===== src/rtl/rtf_pkg.sv =====
package rtf_pkg;
  localparam int WORD_W  = 16;
  localparam int WORDS   = 4;
  localparam int TAG_W   = WORD_W * WORDS;
  localparam int CHK_W   = 6;
  localparam int ECC_W   = CHK_W + 1;
  localparam int PAY_W   = TAG_W - ECC_W;
  localparam int LINK_W  = WORD_W + 1;
  localparam int POS_MAX = (1 << CHK_W) - 1;

  typedef logic [PAY_W-1:0] payload_t;
  typedef logic [TAG_W-1:0] tag_t;

  function automatic logic is_pow2(int pos);
    return (pos & (pos - 1)) == 0;
  endfunction

  // Check bits are the XOR of the Hamming positions that hold a one.
  function automatic logic [CHK_W-1:0] hm_checks(payload_t d);
    logic [CHK_W-1:0] c;
    int k;
    c = '0;
    k = 0;
    for (int pos = 1; pos <= POS_MAX; pos++) begin
      if (!is_pow2(pos)) begin
        if (k < PAY_W && d[k]) c = c ^ pos[CHK_W-1:0];
        k++;
      end
    end
    return c;
  endfunction

  function automatic tag_t tag_encode(payload_t d);
    logic [CHK_W-1:0] c;
    c = hm_checks(d);
    return {d, c, ~(^{d, c})};
  endfunction

  // Flip the payload bit at the given Hamming position, if it holds payload.
  function automatic payload_t fix_payload(payload_t d, logic [CHK_W-1:0] syn);
    payload_t r;
    int k;
    r = d;
    k = 0;
    for (int pos = 1; pos <= POS_MAX; pos++) begin
      if (!is_pow2(pos)) begin
        if (k < PAY_W && pos == int'(syn)) r[k] = ~r[k];
        k++;
      end
    end
    return r;
  endfunction
endpackage


===== src/rtl/rtf_tx.sv =====
module rtf_tx
  import rtf_pkg::*;
(
  input  logic              clk,
  input  logic              rst_n,
  input  logic              tx_valid,
  input  payload_t          tx_payload,
  output logic              tx_ready,
  output logic [LINK_W-1:0] link_out
);
  localparam logic [2:0] PH_IDLE = 3'(WORDS);

  logic [2:0] phase;
  tag_t       sh;
  tag_t       enc_now;

  assign enc_now  = tag_encode(tx_payload);
  assign tx_ready = (phase == PH_IDLE);
  assign link_out = tx_ready ? '0 : {1'b1, sh[TAG_W-1 -: WORD_W]};

  always_ff @(posedge clk) begin
    if (!rst_n) begin
      phase <= PH_IDLE;
      sh    <= '0;
    end else if (phase == PH_IDLE) begin
      phase <= '0;
      sh    <= tx_valid ? enc_now : '0;
    end else begin
      phase <= phase + 3'd1;
      sh    <= sh << WORD_W;
    end
  end

  // the first word on the link is the top of the encoded payload
  p_first_word_r2: assert property (@(posedge clk) disable iff (!rst_n)
    (tx_valid && tx_ready) |=> (link_out == {1'b1, $past(enc_now[TAG_W-1 -: WORD_W])}));

  // the idle word never repeats, so the flag pattern holds
  p_no_double_idle_r4: assert property (@(posedge clk) disable iff (!rst_n)
    !link_out[WORD_W] |=> link_out[WORD_W]);

  // the accept window lasts a single cycle per slot
  p_ready_single_r4: assert property (@(posedge clk) disable iff (!rst_n)
    tx_ready |=> !tx_ready);
endmodule


===== src/rtl/rtf_rx.sv =====
module rtf_rx
  import rtf_pkg::*;
(
  input  logic              clk,
  input  logic              rst_n,
  input  logic [LINK_W-1:0] link_in,
  output logic              rx_valid,
  output payload_t          rx_payload,
  output logic              rx_corrected,
  output logic              rx_uncorr,
  output logic              rx_frame_err,
  output logic              slot_done
);
  localparam logic [2:0] FULL = 3'(WORDS);

  logic [2:0]        cnt;
  tag_t              sh;
  logic              flag;
  logic [WORD_W-1:0] word;
  logic              len_err;
  logic              tag_seen;
  payload_t          pay_raw;
  logic [CHK_W-1:0]  syn;
  logic              par_odd;
  logic              dbl_err;
  payload_t          pay_fixed;

  assign flag      = link_in[WORD_W];
  assign word      = link_in[WORD_W-1:0];
  assign slot_done = !flag && (cnt == FULL);
  assign len_err   = (flag && cnt == FULL) || (!flag && cnt != 3'd0 && cnt != FULL);
  assign tag_seen  = slot_done && (sh != '0);

  assign pay_raw   = sh[TAG_W-1:ECC_W];
  assign syn       = hm_checks(pay_raw) ^ sh[ECC_W-1:1];
  assign par_odd   = ^sh;
  assign dbl_err   = par_odd && (syn != '0);
  assign pay_fixed = par_odd ? pay_raw : fix_payload(pay_raw, syn);

  always_ff @(posedge clk) begin
    if (!rst_n) begin
      cnt          <= '0;
      sh           <= '0;
      rx_valid     <= 1'b0;
      rx_payload   <= '0;
      rx_corrected <= 1'b0;
      rx_uncorr    <= 1'b0;
      rx_frame_err <= 1'b0;
    end else begin
      if (flag) begin
        sh  <= {sh[TAG_W-WORD_W-1:0], word};
        cnt <= (cnt == FULL) ? 3'd1 : cnt + 3'd1;
      end else begin
        cnt <= '0;
      end
      rx_valid     <= tag_seen;
      rx_corrected <= tag_seen && !par_odd;
      rx_uncorr    <= tag_seen && dbl_err;
      rx_frame_err <= len_err;
      if (tag_seen) rx_payload <= pay_fixed;
    end
  end

  // the payload strobe lasts one cycle
  p_strobe_single_r5: assert property (@(posedge clk) disable iff (!rst_n)
    rx_valid |=> !rx_valid);

  // status flags only accompany a delivered payload
  p_status_with_tag_r6: assert property (@(posedge clk) disable iff (!rst_n)
    (rx_corrected || rx_uncorr) |-> rx_valid);

  // a payload is never both repaired and unrepairable
  p_status_exclusive_r7: assert property (@(posedge clk) disable iff (!rst_n)
    rx_valid |-> !(rx_corrected && rx_uncorr));

  // a framing fault never coincides with a delivered payload
  p_err_without_tag_r9: assert property (@(posedge clk) disable iff (!rst_n)
    rx_frame_err |-> !rx_valid);
endmodule


===== src/rtl/rtf_hb_watch.sv =====
module rtf_hb_watch #(
  parameter int LOST_CYCLES = 32
) (
  input  logic clk,
  input  logic rst_n,
  input  logic slot_done,
  output logic hb_lost
);
  localparam int CW = $clog2(LOST_CYCLES + 1);
  localparam logic [CW-1:0] LIMIT = CW'(LOST_CYCLES);

  logic [CW-1:0] gap;

  assign hb_lost = (gap == LIMIT);

  always_ff @(posedge clk) begin
    if (!rst_n)         gap <= '0;
    else if (slot_done) gap <= '0;
    else if (!hb_lost)  gap <= gap + 1'b1;
  end

  // a completed slot clears the alarm on the next cycle
  p_clear_on_slot_r10: assert property (@(posedge clk) disable iff (!rst_n)
    slot_done |=> !hb_lost);

  // the alarm holds until a slot completes
  p_alarm_holds_r10: assert property (@(posedge clk) disable iff (!rst_n)
    (hb_lost && !slot_done) |=> hb_lost);
endmodule


===== src/rtl/ring_tag_framer.sv =====
module ring_tag_framer
  import rtf_pkg::*;
#(
  parameter int LOST_CYCLES = 32
) (
  input  logic              clk,
  input  logic              rst_n,
  input  logic              tx_valid,
  input  logic [PAY_W-1:0]  tx_payload,
  output logic              tx_ready,
  output logic [LINK_W-1:0] link_out,
  input  logic [LINK_W-1:0] link_in,
  output logic              rx_valid,
  output logic [PAY_W-1:0]  rx_payload,
  output logic              rx_corrected,
  output logic              rx_uncorr,
  output logic              rx_frame_err,
  output logic              hb_lost
);
  logic slot_done;

  rtf_tx tx_i (
    .clk        (clk),
    .rst_n      (rst_n),
    .tx_valid   (tx_valid),
    .tx_payload (tx_payload),
    .tx_ready   (tx_ready),
    .link_out   (link_out)
  );

  rtf_rx rx_i (
    .clk          (clk),
    .rst_n        (rst_n),
    .link_in      (link_in),
    .rx_valid     (rx_valid),
    .rx_payload   (rx_payload),
    .rx_corrected (rx_corrected),
    .rx_uncorr    (rx_uncorr),
    .rx_frame_err (rx_frame_err),
    .slot_done    (slot_done)
  );

  rtf_hb_watch #(.LOST_CYCLES(LOST_CYCLES)) hb_i (
    .clk       (clk),
    .rst_n     (rst_n),
    .slot_done (slot_done),
    .hb_lost   (hb_lost)
  );
endmodule


===== config.mk =====
export PLATFORM = sky130hd
export DESIGN_NAME = ring_tag_framer
export DESIGN_NICKNAME = d
export VERILOG_FILES = /design/src/rtl/rtf_pkg.sv /design/src/rtl/rtf_tx.sv /design/src/rtl/rtf_rx.sv /design/src/rtl/rtf_hb_watch.sv /design/src/rtl/ring_tag_framer.sv
export SDC_FILE = /design/constraint.sdc
export NUM_CORES = 1
export LEC_CHECK = 0
export ABC_AREA = 1
export CAP_MARGIN = 10
export CORE_MARGIN = 2
export CORE_UTILIZATION = 35
export DETAILED_ROUTE_END_ITERATION = 16
export PLACE_DENSITY = 0.53
export SETUP_SLACK_MARGIN = 0.02
export SLEW_MARGIN = 25
export SYNTH_ARGS = -nofsm -noshare
export SYNTH_HDL_FRONTEND = slang
export SYNTH_SLANG_ARGS = --single-unit

===== constraint.sdc =====
create_clock -name clk -period 6.1 [get_ports clk]
set_input_delay 1.22 -clock clk [delete_from_list [all_inputs] [get_ports clk]]
set_output_delay 1.22 -clock clk [all_outputs]
set_load 0.03 [all_outputs]

# After elaboration in Yosys (flattened, before gate mapping)
# Cells that the tools add are included.
word_totals:
  regBits: 201
  latch_bits: 0
  ram_bits: 0
  rom_bits: 0
  wordCells: 448
  n_memories: 0
op_classes:
  add_sub_neg: 3
  n_mul: 0
  n_div: 0
  n_lt_le_gt_ge: 0
  eq_ne: 61
  n_shift: 0
  n_mux: 177
  bitwise_logic: 173
  reduce_logical: 21
op_table:
  columns: ["cell", "n"]
  rows:
  - ["$mux 6", 63]
  - ["$eq 6x6->1 const A", 30]
  - ["$mux 5", 31]
  - ["$mux 64", 2]
  - ["$not 3->3", 40]
  - ["$not 4->4", 30]
  - ["$mux 57", 2]
  - ["$eq 5x6->1 const A", 15]
  - ["$reduce_bool 64->1", 1]
  - ["$reduce_xor 64->1", 1]
  - ["$reduce_xor 63->1", 1]
  - ["$mux 4", 15]
  - ["$not 1->1", 60]
  - ["$not 5->5", 12]
  - ["$mux 56", 1]
  - ["$not 2->2", 28]
  - ["$mux 55", 1]
  - ["$mux 54", 1]
  - ["$mux 53", 1]
  - ["$mux 52", 1]
  - ["$mux 51", 1]
  - ["$mux 50", 1]
  - ["$mux 49", 1]
  - ["$mux 48", 1]
  - ["64 further kinds", 95]

# Longest topological paths before layout
depth:
  depth_word: 173
  mapped_depth: 24

# Hierarchy
# Synthesis repeated with hierarchy kept, for this count alone.
unflattened:
  hier_cells: 2301
  area_unflattened_um2: 14342.5
by_module_without_submodules:
  columns: ["mod", "instances", "cells_each", "area_per_inst_um2", "seq_area_each_um2"]
  rows:
  - ["rtf_rx", 1, 1618, 9749.4, 2562.5]
  - ["rtf_tx", 1, 641, 4285.4, 1341.3]
  - ["rtf_hb_watch", 1, 42, 307.8, 120.1]

# Worst setup path after synthesis
# OpenSTA, ideal clock, no wires.
synth_path:
  path_kind: "flip-flop to output port"
  startpoint: "reg tx_i.phase[0]"
  endpoint: "out link_out[10]"
  arrival_ps: 1713
  required_time_ps: 4880
  path_slack_ps: 3167
  stages_incl_launch_ff: 7
  cell_sequence: "dfxtp_1 > inv_1 > ha_1 > nand2_1 > clkinv_1 > clkbuf_1 > nor2_1"
synth_via:
  elab_chain_cells: 2
synth_rtl:
  columns: ["element", "line", "source"]
  rows:
  - ["start: declaration", "rtf_tx.sv:13", "logic [2:0] phase;"]
  - ["start signal: assignment", "rtf_tx.sv:29", "phase <= phase + 3'd1;"]
  - ["$eq 3x3->1", "rtf_tx.sv:18", "assign tx_ready = (phase == PH_IDLE);"]
  - ["named net tx_ready", "ring_tag_framer.sv:10", "output logic tx_ready,"]
  - ["$mux 17", "rtf_tx.sv:19", "assign link_out = tx_ready ? '0 : {1'b1, sh[TAG_W-1 -: WORD_W]};"]
  - ["end: declaration", "ring_tag_framer.sv:11", "output logic [LINK_W-1:0] link_out,"]
# The timed path passes the listed nets, and every way through them passes these cells.

# Worst setup path in the final report
layout_path:
  startpoint: "reg tx_i.phase[0]"
  endpoint: "out link_out[11]"
layout_via:
  elab_chain_cells: 2
layout_rtl:
  columns: ["element", "line"]
  rows:
  - ["$eq 3x3->1", "rtf_tx.sv:18"]
  - ["$mux 17", "rtf_tx.sv:19"]
# Every way passes these cells.

==> results.py <==
metrics = {
    "run_status": {
        "status": "finished clean",
    },
    "cts": {
        "ctsResizeCount": 0,
        "clock_latency_ns": 0.57,
        "cts_buffers": 26,
        "tritoncts": "yes",
        "htreeDepth": 1,
        "clkSinkCount": 201,
        "clockBufferDepth": 3,
        "root_buffer": "clkbuf_16",
        "cts_hold_buf": 0,
        "cts.clk_slew.worst_paths_ns": 0.05,
        "postCtsSetupBuffers": 0,
    },
    "sta": {
        "max_freq_mhz": 227,
        "rsz0062_at_grt": "no",
        "setup-tns-final_ns": 0,
        "setup_viol": 0,
        "fin_crit_sh": 0.721,
        "fin_crit_ns": 4.40,
        "fin_skew_ns": 0.0207,
        "finalHoldViolCount": 0,
        "maxSlewHeadroom": 0.322,
        "slew_violations": 0,
        "worst_slew_pin_slew_ns": 1.02,
    },
    "yosys": {
        "ys_warn_count": 0,
        "synth_xor_xnor_area_share": 0.0980,
        "synth.area.mux_share": 0,
        "syn_area_um2": 14100,
        "avgSynthCellArea_um2": 6.16,
        "synth_fa_ha_area_frac": 0.0337,
        "ys_seq_elements": 201,
        "synth_top_area_cell": "dfxtp_1",
        "syn-num-nets": 2406,
        "synth_top_family_by_area": "simple AND/OR/NAND/NOR gates",
        "yosysTopAreaCellShare": 0.285,
        "synth.top_cells.by_count": "834 x nand2_1, 299 x inv_1, 251 x nand3_1, 201 x dfxtp_1, 123 x o21ai_0",
        "synth_cell_type_count": 38,
        "yosysMostFrequentCell": "nand2_1",
        "synth_edf_count": 0,
        "yosys.area_share.simple": 0.393,
        "synth_cells": 2291,
        "async_flop_share": 0,
        "ys.flop_type": "dfxtp_1",
        "synth_area_leaders": "dfxtp_1 29%, nand2_1 22%, nand3_1 8.9%",
        "ys_seq_area_frac": 0.285,
        "synth_compound_area_frac": 0.0744,
    },
    "final_layout": {
        "fillers": 4222,
        "area_growth_pct": 19.5,
        "fin_util": 0.424,
        "drive_gt1_frac": 0.0465,
        "layout.nets": 2502,
    },
    "die": {
        "core_region_area_um2": 39700,
        "die_area_um2": 41900,
        "die_w_um": 205,
        "ioPinCount": 157,
        "start_util": 0.355,
        "num_rows": 73,
        "die_y_um": 205,
    },
    "worst_setup_path": {
        "arrival_ns": 3.18,
        "crit_type": "reg -> out",
        "critPathMaxFanout": 51,
        "crit_required_ns": 4.88,
        "end_kind": "output port",
        "start_kind": "flop",
    },
    "pwr": {
        "ir_drop_mv": 0.179,
        "power_leakage_uw": 0.00843,
        "p_per_area_nw_per_um2": 311,
    },
    "placement": {
        "routabilityCongestion": 0.906,
        "portBuffers": 156,
        "dp_hpwl_um": 38900,
    },
    "route": {
        "wirelength_um": 50500,
        "drt_first_pass_iters": 8,
        "final_antenna_net_count": 0,
        "routedWlPerCell_um": 17.2,
        "vias_per_cell": 4.84,
        "drc": 0,
        "drtIter0Drc": 971,
        "vias": 14200,
    },
    "grt": {
        "grt_pass1_wl_um": 76100,
        "grt_pass1_vias": 12800,
        "groute.usage.overall": 0.239,
        "grt_max_degree": 99,
        "overflow": 0,
        "antenna_found_initial": 1,
    },
    "min_path": {
        "hold_path.class": "reg -> reg",
    },
    "run": {
        "cap_violations": 0,
    },
}
-- report_power, final --
group          switching [uW]  internal (uW)  total, uW
registers                88.1           1400       1490
logic                    1520            620       2140
clock network             639            985       1620
total                    2250           3000       5250
-- critical path: stages, from the launching register on --
cell	delay (ns)
dfxtp_1	0.35
inv_1	0.05
ha_1	0.19
nand2_1	0.06
buf_4	0.45
clkinv_1	0.56
nor2_1	0.23
clkdlybuf4s50_1	0.70
-- sequential cells by signal (all words and copies together) (netlist names), 3 cells and up --
signal,cells
hb_i.gap,6
rx_i.sh,64
tx_i.phase,3
tx_i.sh,64
rx_i.rx_payload,57
rx_i.cnt,3
-- kinds of logic (layout without fill, tap and decap cells) --
logic type / Yosys count / count (layout)
other: 0 / 1
DFF: 201 / 201
adders and majority gates: 38 / 38
buffers and inverters: 415 / 531
xor gates and xnor gates: 156 / 156
AOI/OAI and AO/OA: 204 / 204
and+or+nand+nor: 1277 / 1277
-- placed cells by master, fill, tap and decap left out, types with 2 or more instances in the layout --
cell type / n
a211oi_1: 2
a21oi_1: 73
a32o_1: 4
buf_4: 8
bufinv_16: 3
clkbuf_1: 8
clkbuf_16: 27
clkbuf_8: 4
clkdlybuf4s50_1: 154
clkinv_1: 2
clkinv_2: 3
clkinvlp_4: 3
dfxtp_1: 201
ha_1: 38
inv_1: 299
inv_2: 19
nand2_1: 834
nand2_2: 12
nand2_4: 2
nand2_8: 3
nand2b_1: 5
nand3_1: 250
nand3_4: 3
nand3b_1: 10
nand4_1: 25
nor2_1: 104
nor2_2: 3
nor2_4: 9
nor2_8: 7
nor3_1: 2
nor4_1: 2
o21ai_0: 123
or2_1: 3
xnor2_1: 86
xor2_1: 68
-- metrics by stage --
| stage | std cells | setup WS (ns) | power (uW) | cell area (um^2) | hold slack (ns) |
|---|---|---|---|---|---|
| floorplan | 2291 | 3.17 | 3060 | 14100 | 0.417 |
| global placement | 2884 | 2.29 | 3590 | 16000 | 0.436 |
| detailed placement | 2884 | 2.22 | 3630 | 16000 | 0.445 |
| CTS | 2932 | 1.61 | 5270 | 16900 | 0.457 |
| global route | 2932 | 1.34 | 5560 | 16900 | 0.487 |
| finish | 2933 | 1.70 | 5250 | 16900 | 0.447 |
-- area by class of cell --
cell class	count	area, um^2	area share
multi-input combinational	1675	8480	0.503
sequential	201	4020	0.239
timing repair buffer	163	1610	0.0953
inverter	320	1200	0.0712
clock buffer	39	761	0.0451
tap	525	657	0.0390
clock inverter	9	128	0.00757
antenna	1	2.50	0.000148
-- worst paths after layout --
path,startpoint,end,slack [ns],cells after the start
min reg2reg,tx_i.phase[0]$_SDFF_PP0_,tx_i.phase[0]$_SDFF_PP0_,0.45,1
max,tx_i.phase[0]$_SDFF_PP0_,link_out[11],1.70,7
max reg2reg,rx_i.sh[17]$_SDFFE_PN0P_,rx_i.rx_payload[10]$_SDFFE_PN0P_,2.44,16
min,tx_i.phase[0]$_SDFF_PP0_,tx_i.phase[0]$_SDFF_PP0_,0.45,1
-- metal layers --
layer | track usage | routed length [um] | up-vias
met5 | 0 | 0 | -
met1 | 0.344 | 24500 | 6429
met4 | 0.0694 | 1410 | 0
li1 | - | - | 7296
met3 | 0.0337 | 3010 | 73
met2 | 0.367 | 21600 | 403
Power figures use the tool's default switching activity.
